`config.mk`:
```
export PLATFORM = sky130hd
export DESIGN_NAME = pinbank_dualirq
export DESIGN_NICKNAME = d
export VERILOG_FILES = /design/src/rtl/pinbank_pkg.sv /design/src/rtl/pinbank_ctrl.sv /design/src/rtl/pinbank_dp.sv /design/src/rtl/pinbank_dualirq.sv
export SDC_FILE = /design/constraint.sdc
export NUM_CORES = 1
export LEC_CHECK = 0
export ABC_AREA = 1
export BUFFER_PORTS_ARGS = -buffer_cell sky130_fd_sc_hd__buf_2
export CAP_MARGIN = 20
export CORE_UTILIZATION = 60
export DETAILED_ROUTE_END_ITERATION = 8
export PLACE_DENSITY_LB_ADDON = 0.08
export SETUP_SLACK_MARGIN = 0.15
export SYNTH_ARGS = -nofsm -noshare
export SYNTH_HDL_FRONTEND = slang
export SYNTH_SLANG_ARGS = --single-unit
export TNS_END_PERCENT = 5
```
`constraint.sdc`:
```
create_clock -name clk -period 1.8 [get_ports clk]
set_input_delay 0.18 -clock clk [delete_from_list [all_inputs] [get_ports clk]]
set_output_delay 0.18 -clock clk [all_outputs]
set_load 0.005 [all_outputs]
```
`src/rtl/pinbank_pkg.sv`:
```
package pinbank_pkg;
  localparam int WORD_W = 32;
  localparam int NLINE  = 2;
  localparam int NDET   = 4;
  localparam logic [WORD_W-1:0] REV_ID = 32'h5060_0801;

  localparam int OFF_REV    = 'h000;
  localparam int OFF_RAW0   = 'h024;
  localparam int OFF_RAW1   = 'h028;
  localparam int OFF_MSK0   = 'h02C;
  localparam int OFF_MSK1   = 'h030;
  localparam int OFF_ENSET0 = 'h034;
  localparam int OFF_ENSET1 = 'h038;
  localparam int OFF_ENCLR0 = 'h03C;
  localparam int OFF_ENCLR1 = 'h040;
  localparam int OFF_DIR    = 'h134;
  localparam int OFF_DIN    = 'h138;
  localparam int OFF_LATCH  = 'h13C;
  localparam int OFF_DETLO  = 'h140;
  localparam int OFF_DETHI  = 'h144;
  localparam int OFF_DETRI  = 'h148;
  localparam int OFF_DETFA  = 'h14C;
  localparam int OFF_LCLR   = 'h190;
  localparam int OFF_LSET   = 'h194;

  typedef enum logic [3:0] {
    RD_NONE, RD_REV, RD_DIR, RD_LATCH, RD_DIN,
    RD_DLO, RD_DHI, RD_DRI, RD_DFA,
    RD_RAW0, RD_RAW1, RD_MSK0, RD_MSK1, RD_EN0, RD_EN1
  } rdSel_e;

  typedef struct packed {
    logic             wrDir;
    logic             wrLatch;
    logic             setLatch;
    logic             clrLatch;
    logic [NDET-1:0]  wrDet;
    logic [NLINE-1:0] enSet;
    logic [NLINE-1:0] enClr;
    logic [NLINE-1:0] stClr;
  } wrStrb_t;
endpackage

```
`src/rtl/pinbank_ctrl.sv`:
```
module pinbank_ctrl
  import pinbank_pkg::*;
#(
  parameter int ADDR_W = 12
) (
  input  logic              clk,
  input  logic              rstN,
  input  logic              busSel,
  input  logic              busWe,
  input  logic [ADDR_W-1:0] busAddr,
  output wrStrb_t           strb,
  output rdSel_e            rdSel,
  output logic              busRdy
);
  logic isWr;
  logic isRd;
  assign isWr = busSel && busWe;
  assign isRd = busSel && !busWe;

  always_comb begin
    strb  = '0;
    rdSel = RD_NONE;
    case (busAddr)
      ADDR_W'(OFF_REV):    rdSel = RD_REV;
      ADDR_W'(OFF_RAW0):   rdSel = RD_RAW0;
      ADDR_W'(OFF_RAW1):   rdSel = RD_RAW1;
      ADDR_W'(OFF_MSK0):   begin rdSel = RD_MSK0; strb.stClr[0] = isWr; end
      ADDR_W'(OFF_MSK1):   begin rdSel = RD_MSK1; strb.stClr[1] = isWr; end
      ADDR_W'(OFF_ENSET0): begin rdSel = RD_EN0;  strb.enSet[0] = isWr; end
      ADDR_W'(OFF_ENSET1): begin rdSel = RD_EN1;  strb.enSet[1] = isWr; end
      ADDR_W'(OFF_ENCLR0): begin rdSel = RD_EN0;  strb.enClr[0] = isWr; end
      ADDR_W'(OFF_ENCLR1): begin rdSel = RD_EN1;  strb.enClr[1] = isWr; end
      ADDR_W'(OFF_DIR):    begin rdSel = RD_DIR;  strb.wrDir    = isWr; end
      ADDR_W'(OFF_DIN):    rdSel = RD_DIN;
      ADDR_W'(OFF_LATCH):  begin rdSel = RD_LATCH; strb.wrLatch = isWr; end
      ADDR_W'(OFF_DETLO):  begin rdSel = RD_DLO;  strb.wrDet[0] = isWr; end
      ADDR_W'(OFF_DETHI):  begin rdSel = RD_DHI;  strb.wrDet[1] = isWr; end
      ADDR_W'(OFF_DETRI):  begin rdSel = RD_DRI;  strb.wrDet[2] = isWr; end
      ADDR_W'(OFF_DETFA):  begin rdSel = RD_DFA;  strb.wrDet[3] = isWr; end
      ADDR_W'(OFF_LCLR):   strb.clrLatch = isWr;
      ADDR_W'(OFF_LSET):   strb.setLatch = isWr;
      default:             rdSel = RD_NONE;
    endcase
    if (!isRd) rdSel = RD_NONE;
  end

  always_ff @(posedge clk or negedge rstN) begin
    if (!rstN) busRdy <= 1'b0;
    else       busRdy <= busSel;
  end


  strobe_onehot_chk: assert property (@(posedge clk) disable iff (!rstN)
    $onehot0(strb));
endmodule

```
`src/rtl/pinbank_dp.sv`:
```
module pinbank_dp
  import pinbank_pkg::*;
#(
  parameter int W = WORD_W
) (
  input  logic             clk,
  input  logic             rstN,
  input  wrStrb_t          strb,
  input  rdSel_e           rdSel,
  input  logic [W-1:0]     wrData,
  input  logic [W-1:0]     pinIn,
  output logic [W-1:0]     pinOut,
  output logic [W-1:0]     pinOe,
  output logic [W-1:0]     rdData,
  output logic [NLINE-1:0] irqLine
);
  logic [W-1:0] dirReg, latchReg;
  logic [W-1:0] syncA, syncB, prevS;
  logic [W-1:0] detEn  [NDET];
  logic [W-1:0] condVec[NDET];
  logic [W-1:0] enMask [NLINE];
  logic [W-1:0] rawSt  [NLINE];
  logic [W-1:0] mskSt  [NLINE];
  logic [W-1:0] clrMask[NLINE];
  logic [W-1:0] evtVec;
  logic [W-1:0] rdNext;

  // synchroniser and edge history
  always_ff @(posedge clk or negedge rstN) begin
    if (!rstN) begin
      syncA <= '0;
      syncB <= '0;
      prevS <= '0;
    end else begin
      syncA <= pinIn;
      syncB <= syncA;
      prevS <= syncB;
    end
  end

  // detect conditions: 0 low, 1 high, 2 rising, 3 falling
  assign condVec[0] = ~syncB;
  assign condVec[1] = syncB;
  assign condVec[2] = syncB & ~prevS;
  assign condVec[3] = ~syncB & prevS;

  always_comb begin
    evtVec = '0;
    for (int t = 0; t < NDET; t++) evtVec |= detEn[t] & condVec[t];
  end

  // pin control registers
  always_ff @(posedge clk or negedge rstN) begin
    if (!rstN) begin
      dirReg   <= '1;
      latchReg <= '0;
    end else begin
      if (strb.wrDir) dirReg <= wrData;
      if (strb.wrLatch)       latchReg <= wrData;
      else if (strb.setLatch) latchReg <= latchReg | wrData;
      else if (strb.clrLatch) latchReg <= latchReg & ~wrData;
    end
  end

  assign pinOut = latchReg;
  assign pinOe  = ~dirReg;

  generate
    for (genvar t = 0; t < NDET; t++) begin : g_det
      always_ff @(posedge clk or negedge rstN) begin
        if (!rstN)             detEn[t] <= '0;
        else if (strb.wrDet[t]) detEn[t] <= wrData;
      end
    end

    for (genvar k = 0; k < NLINE; k++) begin : g_line
      assign clrMask[k] = strb.stClr[k] ? wrData : '0;
      assign mskSt[k]   = rawSt[k] & enMask[k];

      always_ff @(posedge clk or negedge rstN) begin
        if (!rstN) begin
          enMask[k]  <= '0;
          rawSt[k]   <= '0;
          irqLine[k] <= 1'b0;
        end else begin
          if (strb.enSet[k])      enMask[k] <= enMask[k] | wrData;
          else if (strb.enClr[k]) enMask[k] <= enMask[k] & ~wrData;
          rawSt[k]   <= (rawSt[k] & ~clrMask[k]) | evtVec;
          irqLine[k] <= |mskSt[k];
        end
      end


      evt_latch_chk: assert property (@(posedge clk) disable iff (!rstN)
        (evtVec != '0) |=> ((rawSt[k] & $past(evtVec)) == $past(evtVec)));

      st_clear_chk: assert property (@(posedge clk) disable iff (!rstN)
        (clrMask[k] != '0) |=> ((rawSt[k] & $past(clrMask[k]) & ~$past(evtVec)) == '0));

      en_hold_chk: assert property (@(posedge clk) disable iff (!rstN)
        !(strb.enSet[k] || strb.enClr[k]) |=> $stable(enMask[k]));

      irq_drop_chk: assert property (@(posedge clk) disable iff (!rstN)
        ((rawSt[k] & enMask[k]) == '0) |=> !irqLine[k]);
    end
  endgenerate


  dir_hold_chk: assert property (@(posedge clk) disable iff (!rstN)
    !strb.wrDir |=> $stable(dirReg));

  always_comb begin
    case (rdSel)
      RD_REV:   rdNext = REV_ID;
      RD_DIR:   rdNext = dirReg;
      RD_LATCH: rdNext = latchReg;
      RD_DIN:   rdNext = syncB;
      RD_DLO:   rdNext = detEn[0];
      RD_DHI:   rdNext = detEn[1];
      RD_DRI:   rdNext = detEn[2];
      RD_DFA:   rdNext = detEn[3];
      RD_RAW0:  rdNext = rawSt[0];
      RD_RAW1:  rdNext = rawSt[1];
      RD_MSK0:  rdNext = mskSt[0];
      RD_MSK1:  rdNext = mskSt[1];
      RD_EN0:   rdNext = enMask[0];
      RD_EN1:   rdNext = enMask[1];
      default:  rdNext = '0;
    endcase
  end

  always_ff @(posedge clk or negedge rstN) begin
    if (!rstN) rdData <= '0;
    else       rdData <= rdNext;
  end
endmodule

```
`src/rtl/pinbank_dualirq.sv`:
```
module pinbank_dualirq
  import pinbank_pkg::*;
#(
  parameter int ADDR_W = 12
) (
  input  logic              clk,
  input  logic              rstN,
  input  logic              busSel,
  input  logic              busWe,
  input  logic [ADDR_W-1:0] busAddr,
  input  logic [31:0]       busWData,
  output logic [31:0]       busRData,
  output logic              busRdy,
  input  logic [31:0]       pinIn,
  output logic [31:0]       pinOut,
  output logic [31:0]       pinOe,
  output logic [1:0]        irqLine
);
  wrStrb_t strb;
  rdSel_e  rdSel;

  pinbank_ctrl #(.ADDR_W(ADDR_W)) u_ctrl (
    .clk(clk), .rstN(rstN), .busSel(busSel), .busWe(busWe),
    .busAddr(busAddr), .strb(strb), .rdSel(rdSel), .busRdy(busRdy)
  );

  pinbank_dp #(.W(WORD_W)) u_dp (
    .clk(clk), .rstN(rstN), .strb(strb), .rdSel(rdSel), .wrData(busWData),
    .pinIn(pinIn), .pinOut(pinOut), .pinOe(pinOe), .rdData(busRData),
    .irqLine(irqLine)
  );
endmodule

```
# --- Yosys cells after proc, flatten, opt, wreduce, memory -nomap -nowiden ---
# Cells that the tools add are included.
word_totals:
  register_bits: 451
  latch_bits: 0
  mem_bits_rw: 0
  rom_bits: 0
  out_inout_bits: 99
  word_cells: 112
  mem_count: 0
classes:
  add_sub_neg: 0
  multipliers: 0
  n_div: 0
  magnitude_cmp: 0
  n_eq_ne: 31
  shifts: 0
  muxes: 26
  n_bitwise: 27
  reduce_logical: 11
op_table:
  columns: ["op", "count"]
  rows:
  - ["32-bit case mux with 14 select lines", 1]
  - ["32-bit AND", 13]
  - ["32-bit 2-to-1 mux", 9]
  - ["32-bit OR", 8]
  - ["32-bit inverter", 6]
  - ["12-bit by 9-bit == test with 1-bit output, second input constant", 9]
  - ["12-bit by 6-bit == test with 1-bit output, second input constant", 7]
  - ["32-bit OR reduction", 2]
  - ["4-bit case mux with 14 select lines", 1]
  - ["4-bit == test, second input constant", 7]
  - ["4-bit by 3-bit == test with 1-bit output, second input constant", 4]
  - ["1-bit 2-to-1 mux", 14]
  - ["12-bit by 7-bit == test with 1-bit output, second input constant", 1]
  - ["12-bit zero test", 1]
  - ["4-bit by 2-bit == test with 1-bit output, second input constant", 2]
  - ["4-bit by 1-bit == test with 1-bit output, second input constant", 1]
  - ["4-bit 2-to-1 mux", 1]
  - ["2-bit nonzero test", 2]
  - ["2-bit OR reduction", 2]
  - ["3-bit nonzero test", 1]
  - ["1-bit logical AND", 2]
  - ["1-bit zero test", 1]

# --- Logic depth before layout (Yosys ltp) ---
depth:
  ltp_word: 6
  depth_mapped: 18
  mapped_depth_nobuf: 16

# --- Hierarchy ---
# From an unflattened synthesis, not the netlist that was laid out.
hier_totals:
  cells_unflattened: 2580
  hier_area_um2: 20746.1
modules_own_cells:
  columns: ["module", "n_inst", "cells_each", "area_per_inst_um2", "seq_area_each_um2"]
  rows:
  - ["pinbank_dp", 1, 2477, 20201.9, 11300.8]
  - ["pinbank_ctrl", 1, 103, 544.3, 25.0]

# --- Worst setup path before layout ---
# No wires, ideal clock.
synth_timing:
  kind: "in2reg"
  start: "input busAddr[10]"
  end: "register u_dp.rdData[31]"
  arrival_time_ns: 1.751
  required_time_ns: 1.735
  slack_ns: -0.016
  path_stages: 14
  n_path_buf: 3
  cell_sequence: "inv_1 > nand2_1 > nor2_1 > buf_4 > o2111ai_1 > nand3_2 > nand2_1 > nor2_2 > buf_4 > buf_2 > nand3_1 > nand4_1 > nor2_1 > nand2_1"
synth_via:
  elab_chain_cells: 6
  word_cells_on_any_way: 35
  classes_between: "eq/ne (29); mux (3); reduce/logical (3)"
synth_lines:
  columns: ["item", "line_no", "text"]
  rows:
  - ["start: declaration", "pinbank_dualirq.sv:10", "input logic [ADDR_W-1:0] busAddr,"]
  - ["12-bit by 7-bit == test with 1-bit output or 12-bit by 6-bit == test with 1-bit output (tied branches)", "pinbank_ctrl.sv:23", "case (busAddr)"]
  - ["2-bit OR reduction (no source line)", null, null]
  - ["4-bit case mux with 14 select lines (*)", "pinbank_ctrl.sv:23", null]
  - ["4-bit 2-to-1 mux (*)", "pinbank_ctrl.sv:44", "if (!isRd) rdSel = RD_NONE;"]
  - ["4-bit == test (tied with other cells)", "pinbank_dp.sv:113", "case (rdSel)"]
  - ["32-bit case mux with 14 select lines (*)", "pinbank_dp.sv:113", null]
  - ["net u_dp.rdNext[31]", "pinbank_dp.sv:26", "logic [W-1:0] rdNext;"]
  - ["end signal: assignment", "pinbank_dp.sv:134", "else rdData <= rdNext;"]
  - ["end: declaration", "pinbank_dp.sv:14", "output logic [W-1:0] rdData,"]
# Mark *: on every way through the listed nets, which the timed path passes. The rest lies on a longest branch.
# A chain may end at the register's enable or synchronous reset.

# --- Final worst setup path ---
layout_timing:
  start: "input busAddr[6]"
  end: "register u_dp.rdData[2]"
# The elaborated chain is that of the path after synthesis.

==> out/results.ini <==
[placement]
dp.final_hpwl_um = 43700
gp_congestion = 0.916
placed_cell_area_mm2 = 0.0240
input_output_buffers = 178

[drt]
drc_errors = 0
detail_route.wl_per_cell_um = 20.5
routed_via_density = 5.97
dr.pass1.iters = 8
first_iter_violations = 2107
antenna_violating_nets_post_route = 0
finalWirelength_um = 71000
vias = 20600

[pwr]
pwr_density_cell_mw_per_mm2 = 786
power.combinational.fraction_pct = 4.2
power.internal_mw = 16.3
seq_power_share_pct = 49.3
sw_frac_of_total_pct = 22.6
max-vdd-ir-drop_v = 0.000771
clock_share_of_power_pct = 46.6
power_mw = 21.1
total_switching_power_mw = 4.76
leakage_nw = 13.5

[sta]
final_report_setup_violation_count = 0
holdWs_ps = 97.2
hold_violations = 0
maxSlewHeadroom_pct = 71.7
setup_repair_after_global_routing_missed_its_margin = yes
fmax_mhz = 600
fin_crit_sh_pct = 92.6
max_slew.worst_pin.slew_ps = 425
slew_viol_final = 0
final_critical_delay_including_setup_and_external_delays_ps = 1670
fin_skew_ps = 19.4

[grt]
grtUsageTotal_pct = 38.7
grt_pass1_wl_um = 108000
first_global_vias = 19900
grt_overflow = 0
grt_antenna_before_repair = 1
grt_start_max_net_pins = 76

[cts]
clk_latency_ps = 580
cts_inserted_buffers = 47
ctsRootBufferMaster = sky130_fd_sc_hd__clkbuf_16
tritoncts = built
cts.sink_count = 451
clk_transition_reported_paths_ps = 60
clock_tree.buffer_depth = 3
ctsHtreeMaxLevel = 2

[worst_setup_path]
cp-endpoint = u_dp.rdData[2]
regToRegEndpoint = u_dp.irqLine[0]
reg2regPathDepth = 5
crit_start = busAddr[6]
critical_path_required_ps = 2310
criticalPathCategory = in -> reg
worstPathMaxFanout = 5
timing.critical_path.arrival_ps = 2170
start_kind = primary input
end_kind = register
rrSetupSlack_ps = 290

[layout]
proportion_of_layout_cells_with_a_drive_suffix_above_1_pct = 17.4
flow.area_growth_from_synthesis_pct = 25.8
layout.cell_area.non_filler_mm2 = 0.0268
num-nets-final = 3044

[worst_hold_path]
timing.hold.worst.class = in -> async

[run]
drv_cap = 0

[die]
chipHeight_um = 190
die-width_um = 190
initial_utilization_pct = 61.4
boundaryPins = 179
core_mm2 = 0.0347
rows = 68
die-area_mm2 = 0.0363

[synth]
postSynthAreaPerCell_um2 = 8.05
syn-cell-area_mm2 = 0.0213
number_of_instances_in_the_synthesized_netlist = 2645
yosysUniqueCellTypes = 31
synthesis.yosys.warnings = 0
yosysSeqAreaShare_pct = 53.2
postSynthRegisterBits = 451
synth_fp_nets = 2725

[status]
run_status = completed

==> per-stage QoR <==
step | utilization, % | instances | TNS [ps] | setup slack [ps]
CTS | 75.6 | 3439 | 0 | 140
global route | 77.2 | 3458 | 0 | 51.5
detailed placement | 69.2 | 3285 | -34450 | -547
floorplan | - | 2645 | 0 | 52.1
global placement | 69.2 | 3285 | -27160 | -501
finish | 77.2 | 3458 | 0 | 134
==> cells in the final DEF, fill, tap and decap left out, drive strengths merged, types with 2 or more instances in the layout <==
master and count:
nand2 752, dfrtp 419, buf 325, nand3 321, inv 319, o21ai 290
nor2 189, clkbuf 81, dlygate4sd3 66, nand4 45, o21a 33, a32o 32
mux2i 32, dfstp 32, nand3b 26, clkinv 13, o2111ai 7, nor3 6
nor4 5, and2 2, clkinvlp 2, bufinv 2
==> Yosys cell counts <==
master / count / area share [%]
sky130_fd_sc_hd__nand2_1: 747 / 13
sky130_fd_sc_hd__dfrtp_1: 419 / 49
sky130_fd_sc_hd__nand3_1: 320 / 7.5
sky130_fd_sc_hd__inv_1: 311 / 5.5
sky130_fd_sc_hd__o21ai_0: 287 / 6.7
sky130_fd_sc_hd__nor2_1: 175 / 3.1
sky130_fd_sc_hd__clkbuf_1: 69 / 1.2
sky130_fd_sc_hd__buf_2: 47 / 1.1
sky130_fd_sc_hd__nand4_1: 45 / 1.3
sky130_fd_sc_hd__o21a_1: 33 / 1.2
sky130_fd_sc_hd__a32o_1: 32 / 1.5
sky130_fd_sc_hd__dfstp_2: 32 / 3.9
sky130_fd_sc_hd__mux2i_1: 32 / 1.5
sky130_fd_sc_hd__nand3b_1: 26 / 0.92
sky130_fd_sc_hd__buf_4: 10 / 0.35
sky130_fd_sc_hd__nor2_2: 10 / 0.29
sky130_fd_sc_hd__inv_2: 8 / 0.14
sky130_fd_sc_hd__o2111ai_1: 7 / 0.29
sky130_fd_sc_hd__nor3_1: 6 / 0.14
sky130_fd_sc_hd__buf_1: 5 / 0.088
sky130_fd_sc_hd__nor4_1: 5 / 0.15
sky130_fd_sc_hd__nand2_2: 4 / 0.12
sky130_fd_sc_hd__nor2_4: 3 / 0.16
sky130_fd_sc_hd__o21ai_1: 3 / 0.070
sky130_fd_sc_hd__and2_1: 2 / 0.059
sky130_fd_sc_hd__clkinv_1: 2 / 0.035
sky130_fd_sc_hd__a21oi_2: 1 / 0.041
sky130_fd_sc_hd__nand2_4: 1 / 0.053
sky130_fd_sc_hd__nand3_2: 1 / 0.047
sky130_fd_sc_hd__o211ai_1: 1 / 0.035
sky130_fd_sc_hd__o31ai_1: 1 / 0.035
==> cell families after synthesis <==
group | share of synthesized area, %
muxes | 1.50
AOI/OAI and AO/OA | 9.88
and+or+nand+nor | 27.0
DFF | 53.2
buffers and inverters | 8.42
==> cell type report <==
cell class	count	area [um^2]
Multi-Input combinational cell	1743	8470
Tap cell	455	569
Fill cell	2417	7920
Clock buffer	72	1410
Timing Repair Buffer	400	3620
Sequential cell	451	11300
Antenna cell	1	2.50
Clock inverter	15	134
Inverter	321	1260
==> per-layer routing <==
layer  share of wire (%)  up-vias  global-route usage (%)  wire length [um]
li1                    -     9184                       -                 -
met1                  38     9803                    50.7             26900
met2                  46     1330                    62.0             32600
met3                  10      315                    6.51              7380
met4                 5.8        0                    20.6              4150
met5                   0        -                       0                 0
==> timing repair <==
action,CTS,global route
gates resized for setup,7,63
pin swaps,4,27
endpoints found under the hold margin,455,0
hold buffers,66,0
setup buffers,0,9
cloned,1,9
setup endpoints to repair,32,32
==> worst min-delay path by stage <==
| stage | from | endpoint | slack, ps |
|---|---|---|---|
| after floorplan | rstN | asynchronous set/reset pin | -120 |
| after global placement | rstN | u_dp.rdData[27] | 90 |
| after detailed placement | rstN | u_dp.rdData[27] | 90 |
| after CTS | rstN | u_dp.detEn[27] | 80 |
| after global routing | rstN | u_dp.detEn[27] | 110 |
| final | rstN | u_dp.detEn[27] | 100 |
==> power groups by stage <==
stage | Sequential [mW] | Clock, mW | Combinational [mW]
after detailed placement | 10.6 | 0 | 0.742
after floorplan | 10.5 | 0 | 0.226
after CTS | 10.4 | 9.87 | 0.861
final | 10.4 | 9.80 | 0.880
after global routing | 10.4 | 10.3 | 0.971
after global placement | 10.5 | 0 | 0.727
==> worst max-delay path, cell delays in order <==
cell,delay [ps]
sky130_fd_sc_hd__buf_4,140
sky130_fd_sc_hd__nand2_2,80
sky130_fd_sc_hd__nor2_4,200
sky130_fd_sc_hd__buf_6,140
sky130_fd_sc_hd__nand3_1,110
sky130_fd_sc_hd__nand2_1,100
sky130_fd_sc_hd__nor2_1,50
sky130_fd_sc_hd__nand2_2,110
sky130_fd_sc_hd__buf_4,150
sky130_fd_sc_hd__nand3_2,120
sky130_fd_sc_hd__nor2_4,180
sky130_fd_sc_hd__buf_12,150
sky130_fd_sc_hd__buf_12,140
sky130_fd_sc_hd__nand2_1,60
sky130_fd_sc_hd__nand4_1,100
sky130_fd_sc_hd__nor2_1,50
sky130_fd_sc_hd__nand2_1,90
Power figures use the tool's default switching activity.
